File: src/rtl/arc_pkg.sv
package arc_pkg;
  localparam int ARC_CODE_W = 7;
  localparam int ARC_LSB_FF = 100000;
  localparam int ARC_FINE_W = 20;
  localparam int ARC_OUT_W  = 24;
  localparam int ARC_SETTLE = 2;
endpackage

File: src/rtl/arc_sync.sv
module arc_sync #(
  parameter int STAGES = 2
) (
  input  logic clk,
  input  logic rst_n,
  input  logic d_async,
  output logic q
);
  logic [STAGES-1:0] chain;

  always_ff @(posedge clk or negedge rst_n) begin
    if (!rst_n) chain <= '0;
    else        chain <= {chain[STAGES-2:0], d_async};
  end

  assign q = chain[STAGES-1];
endmodule

File: src/rtl/arc_stepper.sv
module arc_stepper #(
  parameter int CODE_W = 7,
  parameter int SETTLE = 2
) (
  input  logic              clk,
  input  logic              rst_n,
  input  logic              start,
  input  logic              step_tick,
  input  logic              sat_q,
  output logic [CODE_W-1:0] code,
  output logic              pdet_clr,
  output logic              settled,
  output logic              over_range
);
  localparam int CNT_W = $clog2(SETTLE + 1);
  localparam logic [CODE_W-1:0] CODE_MAX = '1;
  localparam logic [CNT_W-1:0]  CNT_TOP  = CNT_W'(SETTLE);

  logic [CNT_W-1:0] low_cnt;

  always_ff @(posedge clk or negedge rst_n) begin
    if (!rst_n) begin
      code       <= '0;
      pdet_clr   <= 1'b0;
      settled    <= 1'b0;
      over_range <= 1'b0;
      low_cnt    <= '0;
    end else begin
      pdet_clr <= 1'b0;
      if (start) begin
        code       <= '0;
        settled    <= 1'b0;
        over_range <= 1'b0;
        low_cnt    <= '0;
      end else if (step_tick) begin
        if (sat_q) begin
          pdet_clr <= 1'b1;
          settled  <= 1'b0;
          low_cnt  <= '0;
          if (code == CODE_MAX) over_range <= 1'b1;
          else                  code       <= code + 1'b1;
        end else begin
          if (low_cnt != CNT_TOP) low_cnt <= low_cnt + 1'b1;
          if (low_cnt >= CNT_TOP - 1'b1) settled <= 1'b1;
        end
      end
    end
  end
endmodule

File: src/rtl/arc_combine.sv
module arc_combine #(
  parameter int CODE_W = 7,
  parameter int FINE_W = 20,
  parameter int OUT_W  = 24,
  parameter int LSB_FF = 100000
) (
  input  logic                     clk,
  input  logic                     rst_n,
  input  logic                     start,
  input  logic                     settled,
  input  logic [CODE_W-1:0]        code,
  input  logic                     fine_valid,
  output logic                     fine_ready,
  input  logic signed [FINE_W-1:0] fine_data,
  output logic                     meas_valid,
  input  logic                     meas_ready,
  output logic [OUT_W-1:0]         meas_data
);
  localparam logic [OUT_W-1:0]         LSB_OUT  = OUT_W'(LSB_FF);
  localparam logic signed [FINE_W-1:0] LSB_FINE = FINE_W'(LSB_FF);

  logic [OUT_W-1:0] fine_clamped;
  logic [OUT_W-1:0] coarse;
  logic             take;

  always_comb begin
    if (fine_data[FINE_W-1])     fine_clamped = '0;
    else if (fine_data > LSB_FINE) fine_clamped = LSB_OUT;
    else                         fine_clamped = {{(OUT_W-FINE_W){1'b0}}, fine_data};
  end

  assign coarse     = OUT_W'(code) * LSB_OUT;
  assign fine_ready = settled && !start && (!meas_valid || meas_ready);
  assign take       = fine_valid && fine_ready;

  always_ff @(posedge clk or negedge rst_n) begin
    if (!rst_n) begin
      meas_valid <= 1'b0;
      meas_data  <= '0;
    end else if (start) begin
      meas_valid <= 1'b0;
    end else if (take) begin
      meas_valid <= 1'b1;
      meas_data  <= coarse + fine_clamped;
    end else if (meas_ready) begin
      meas_valid <= 1'b0;
    end
  end
endmodule

File: src/rtl/autorange_ctrl.sv
module autorange_ctrl
  import arc_pkg::*;
#(
  parameter int CODE_W = ARC_CODE_W,
  parameter int FINE_W = ARC_FINE_W,
  parameter int OUT_W  = ARC_OUT_W,
  parameter int LSB_FF = ARC_LSB_FF,
  parameter int SETTLE = ARC_SETTLE
) (
  input  logic                     clk,
  input  logic                     rst_n,
  input  logic                     start,
  input  logic                     step_tick,
  input  logic                     sat_async,
  output logic                     pdet_clr,
  output logic [CODE_W-1:0]        bank_code,
  output logic                     settled,
  output logic                     over_range,
  input  logic                     fine_valid,
  output logic                     fine_ready,
  input  logic signed [FINE_W-1:0] fine_data,
  output logic                     meas_valid,
  input  logic                     meas_ready,
  output logic [OUT_W-1:0]         meas_data
);
  logic sat_q;

  arc_sync #(.STAGES(2)) u_sync (
    .clk(clk), .rst_n(rst_n), .d_async(sat_async), .q(sat_q)
  );

  arc_stepper #(.CODE_W(CODE_W), .SETTLE(SETTLE)) u_step (
    .clk(clk), .rst_n(rst_n), .start(start), .step_tick(step_tick),
    .sat_q(sat_q), .code(bank_code), .pdet_clr(pdet_clr),
    .settled(settled), .over_range(over_range)
  );

  arc_combine #(.CODE_W(CODE_W), .FINE_W(FINE_W), .OUT_W(OUT_W),
                .LSB_FF(LSB_FF)) u_comb (
    .clk(clk), .rst_n(rst_n), .start(start), .settled(settled),
    .code(bank_code), .fine_valid(fine_valid), .fine_ready(fine_ready),
    .fine_data(fine_data), .meas_valid(meas_valid),
    .meas_ready(meas_ready), .meas_data(meas_data)
  );
endmodule

File: config.mk
export PLATFORM = sky130hd
export DESIGN_NAME = autorange_ctrl
export DESIGN_NICKNAME = d
export VERILOG_FILES = /design/src/rtl/arc_pkg.sv /design/src/rtl/arc_sync.sv /design/src/rtl/arc_stepper.sv /design/src/rtl/arc_combine.sv /design/src/rtl/autorange_ctrl.sv
export SDC_FILE = /design/constraint.sdc
export NUM_CORES = 1
export LEC_CHECK = 0
export ABC_AREA = 1
export CORE_MARGIN = 3
export CORE_UTILIZATION = 25
export DETAILED_ROUTE_END_ITERATION = 10
export DONT_BUFFER_PORTS = 1
export GPL_ROUTABILITY_DRIVEN = 0
export RECOVER_POWER = 25
export SETUP_SLACK_MARGIN = 0.1
export SLEW_MARGIN = 10
export SYNTH_ARGS = -nofsm -noshare
export SYNTH_HDL_FRONTEND = slang
export SYNTH_SLANG_ARGS = --single-unit
File: constraint.sdc
create_clock -name clk -period 5.8 [get_ports clk]
set_input_delay 0 -clock clk [delete_from_list [all_inputs] [get_ports clk]]
set_output_delay 0 -clock clk [all_outputs]
set_load 0.01 [all_outputs]
==> results <==
- The flow ran to the end, but the final reports show violations.
- The checks that failed: max-capacitance violations, max-slew violations.
- Clock-pin slew was measured on the worst setup and hold paths at 0.06 ns.
- The worst hold-check path type is in2reg.
- The count of instances resized after the clock tree is built is 0.
- The actual transition at the worst max-transition pin is roughly 2.1 ns.
- Counting flops with a built-in enable in the synthesized netlist gives 0.
- The clock period could shrink to approximately 4.7 ns.
- The clock passes through at most 2 buffers.
- The worst clock skew is 0.004185 ns.
- The sequential group share of total power is 48.5%.
- Cells with a size suffix above 1 make up 5.882% of the layout.
- The clock network is responsible for 33.5% of the overall power.
- STA classifies the critical path startpoint as a register.
- The number of max-slew violations in the final report is 40.
- In this run, placement finished with an instance count of 773.
- The first global-routing pass estimated about 17 mm of wire.
- The post-route antenna net violation count is 0.
- In this run the power density over the cells is between 150 and 200 nW/µm².
- In this run the tightest slew margin relative to its limit is -40.74%.
- Entering global routing, the biggest net connects 40 pins.
- The overall track demand over capacity in global routing is 11.63%.
- For this run, design rule violations remaining after detail routing come to 0.
- The worst-case IR drop observed on VDD is approximately 110 µV.
- The die covers 17910 µm².
- The first detailed-routing pass took 5 iterations.
- The layout has around 1700 filler cells.
- Once detailed placement completed, the half-perimeter wirelength came to 8.542 mm.
- The floorplan step set the die height to 133.8 µm.
- The synthesized area per cell is 7.269 µm².
- The clock sink total is 39.
- TritonCTS built the clock tree.
- Dividing the final minimum period by the clock period gives 80.53%.
- The analysis attributes to net switching a power of 258.2 µW.
- The area overhead of the layout relative to synthesis is 12.40%.
- After detailed routing, the number of vias per cell comes to roughly 4.5.
- The post-synthesis register bit count is 39.
- The share of the Yosys chip area taken by registers is 23.89%.
- The required time reported for the critical path endpoint is around 6.0 ns.
- The number of different library cells used by synthesis comes to 36.
- The number of standard cells after synthesis is 562.
- Net switching is around a third of the power.
- In this run, the number of DRC markers left after iteration 0 of detailed routing was 172.
- The fmax is 214.1 MHz.
- The part of the total power dissipated in combinational logic is 17.9%.
- The critical-path maximum fanout is 8.
- The mapped netlist covers a little over 4000 µm².
- Max-cap violations in this run came to 1.
- By startpoint and endpoint, the worst setup path is classified as reg2reg.
- The per-cell routed wire length is between 10 and 15 µm.
- The setup-violating endpoint count in the final report is 0.
- The primary flip-flop cell chosen by synthesis mapping is dfrtp_1.
- The total number of yosys warnings is 0.
- The leakage power is 0.002660 µW.
- At the end of the flow, the number of nets in the layout was just under 700.
- The number of setup buffers added after CTS is 0.
- The number of hold-repair buffers added at the cts stage is 13.
- After global routing the overflow that remains totals 0.
- The number of top-level design ports is between 60 and 70.
- Excluding fillers, the count of instances in the completed layout stands at about 790.
- The top cell types in the final layout, fill and taps aside, are nand2_1 (151), inv_1 (77), ha_1 (69), nand3_1 (42), dfrtp_1 (39).
- The critical path arrival is 4.87 ns.
- Measured along the x axis, the die boundary spans 133.8 µm.
- The setup TNS is 0 ns.
- The count of buffers added on input and output ports is 0.
- At the later pin of the worst-skew pair, clock insertion delay measures 0.28 ns.
- Row generation in the floorplan step produced 46 rows.
- The number of global-route vias before repair is 3459.
- The total detailed-routing wirelength is 10.49 mm.
- The proportion of synthesized flip-flops having asynchronous set or reset is 100.0%.
- The number of antenna diodes is 0.
- The sort of element at the end of the critical path is a register.
- The internal portion of total power is 536.7 µW.
- Clock tree synthesis inserted a total of 5 buffers.
- The overall via count from detail_route is 3588.
- The commonest non-fill, non-tap cell in the layout is nand2_1.
- The cell at the root of the clock tree is clkbuf_16.
- Once the floorplan was initialized, standard cells occupied 25.62% of the core.
- The number of antenna violations at the first check in global routing is 0.
- The number of H-tree levels is 2.
- Setup repair after global routing left no endpoint under its margin.
- The number of hold violations in the final report is 0.
- The core outline area is 15940 µm².
[kinds of logic (layout without fill, tap and decap cells)]
| group | after synthesis | count (layout) | synth area share, % |
|---|---|---|---|
| and+or+nand+nor | 271 | 271 | 29.74 |
| buffers and inverters | 87 | 102 | 8.239 |
| xor gates and xnor gates | 23 | 23 | 4.931 |
| AOI/OAI and AO/OA | 65 | 65 | 8.545 |
| DFF | 39 | 39 | 23.89 |
| other | 1 | 2 | 0.09180 |
| adders and majority gates | 76 | 76 | 24.56 |
[critical path, cell delays in order, from the launching register on]
cell,delay [ns]
dfrtp_1,0.57
inv_1,0.13
ha_1,0.30
inv_1,0.04
ha_1,0.31
ha_1,0.33
fa_1,0.47
ha_1,0.37
nand2_1,0.11
inv_1,0.07
nand2_1,0.07
nand2_1,0.06
a21oi_1,0.14
xnor2_1,0.17
ha_1,0.32
a21oi_1,0.24
nor2_1,0.07
a211oi_1,0.19
nand3_1,0.26
xor2_1,0.21
o21ai_0,0.16
[power by group through the flow]
stage / sequential (µW) / combinational (µW) / clock [µW]
floorplan: 372 / 108 / 0
finish: 386 / 143 / 267
global placement: 397 / 128 / 0
global route: 396 / 165 / 284
detailed placement: 395 / 130 / 0
CTS: 391 / 145 / 274
[flip-flops by register name, indices dropped and copies added, names as in the netlist]
name / cells
u_step.low_cnt: 2
u_step.settled: 1
u_sync.chain: 2
u_comb.meas_valid: 1
u_step.code: 7
u_step.over_range: 1
u_comb.meas_data: 24
u_step.pdet_clr: 1
[final timing paths]
path                                       startpoint                                to  slack (ns)  depth (start not counted)
setup / recovery           u_step.code[5]$_DFFE_PN0P_  u_comb.meas_data[19]$_DFFE_PN0P_        1.13                         20
hold / removal                              step_tick        u_step.settled$_DFFE_PN0P_        0.02                          3
setup reg to reg           u_step.code[5]$_DFFE_PN0P_  u_comb.meas_data[19]$_DFFE_PN0P_        1.13                         20
hold reg to reg             u_sync.chain[0]$_DFF_PN0_         u_sync.chain[1]$_DFF_PN0_        0.35                          0
max in group asynchronous                       rst_n        u_step.code[5]$_DFFE_PN0P_        3.72                          2
min in group asynchronous                       rst_n   u_comb.meas_data[2]$_DFFE_PN0P_        0.88                          2
[synth_stat cells (all sizes together), types with 2 or more instances]
master / instances / area (µm²)
ha: 69 / 863.3
nand3: 46 / 250.2
nor4: 3 / 18.77
fa: 7 / 140.1
clkbuf: 3 / 11.26
xnor2: 11 / 96.34
dfrtp: 39 / 975.9
nand4: 10 / 68.81
a21oi: 26 / 133.9
a31oi: 3 / 18.77
inv: 80 / 300.3
o21ai: 30 / 150.1
buf: 4 / 25.02
nor2: 43 / 188.9
o21a: 2 / 15.01
nand2: 162 / 645.6
xor2: 12 / 105.1
nor3: 5 / 30.03
[final cells by class]
class | count | area, µm² | area share, %
flip-flops and latches | 39 | 975.9 | 21.25
inverters | 80 | 300.3 | 6.540
clock inverters | 1 | 5.005 | 0.1090
well taps | 216 | 270.3 | 5.886
clock buffers | 7 | 132.6 | 2.888
repair buffers | 14 | 131.4 | 2.861
multi-input cells | 437 | 2776 | 60.46
[metal layers]
metal / part of all wire, % / track usage (%) / up-vias
li1: - / - / 1858
met1: 45 / 14.86 / 1635
met2: 47 / 19.79 / 84
met3: 5.8 / 2.701 / 11
met4: 1.6 / 3.086 / 0
met5: 0 / 0 / -
[metrics by stage]
step / util, % / worst slack [ns] / hold WS [ns] / total power (µW) / area (µm²)
finish: 28.80 / 1.129 / 0.02380 / 794.9 / 4592
CTS: 28.90 / 1.116 / 0.02194 / 810.2 / 4608
global placement: 27.16 / 1.164 / -0.2943 / 525.1 / 4330
global route: 28.80 / 0.7234 / 0.06224 / 845.1 / 4592
detailed placement: 27.16 / 1.174 / -0.2942 / 524.7 / 4330
floorplan: - / 1.690 / -0.2956 / 479.9 / 4089
No activity file was read; power rests on OpenSTA's default activity.
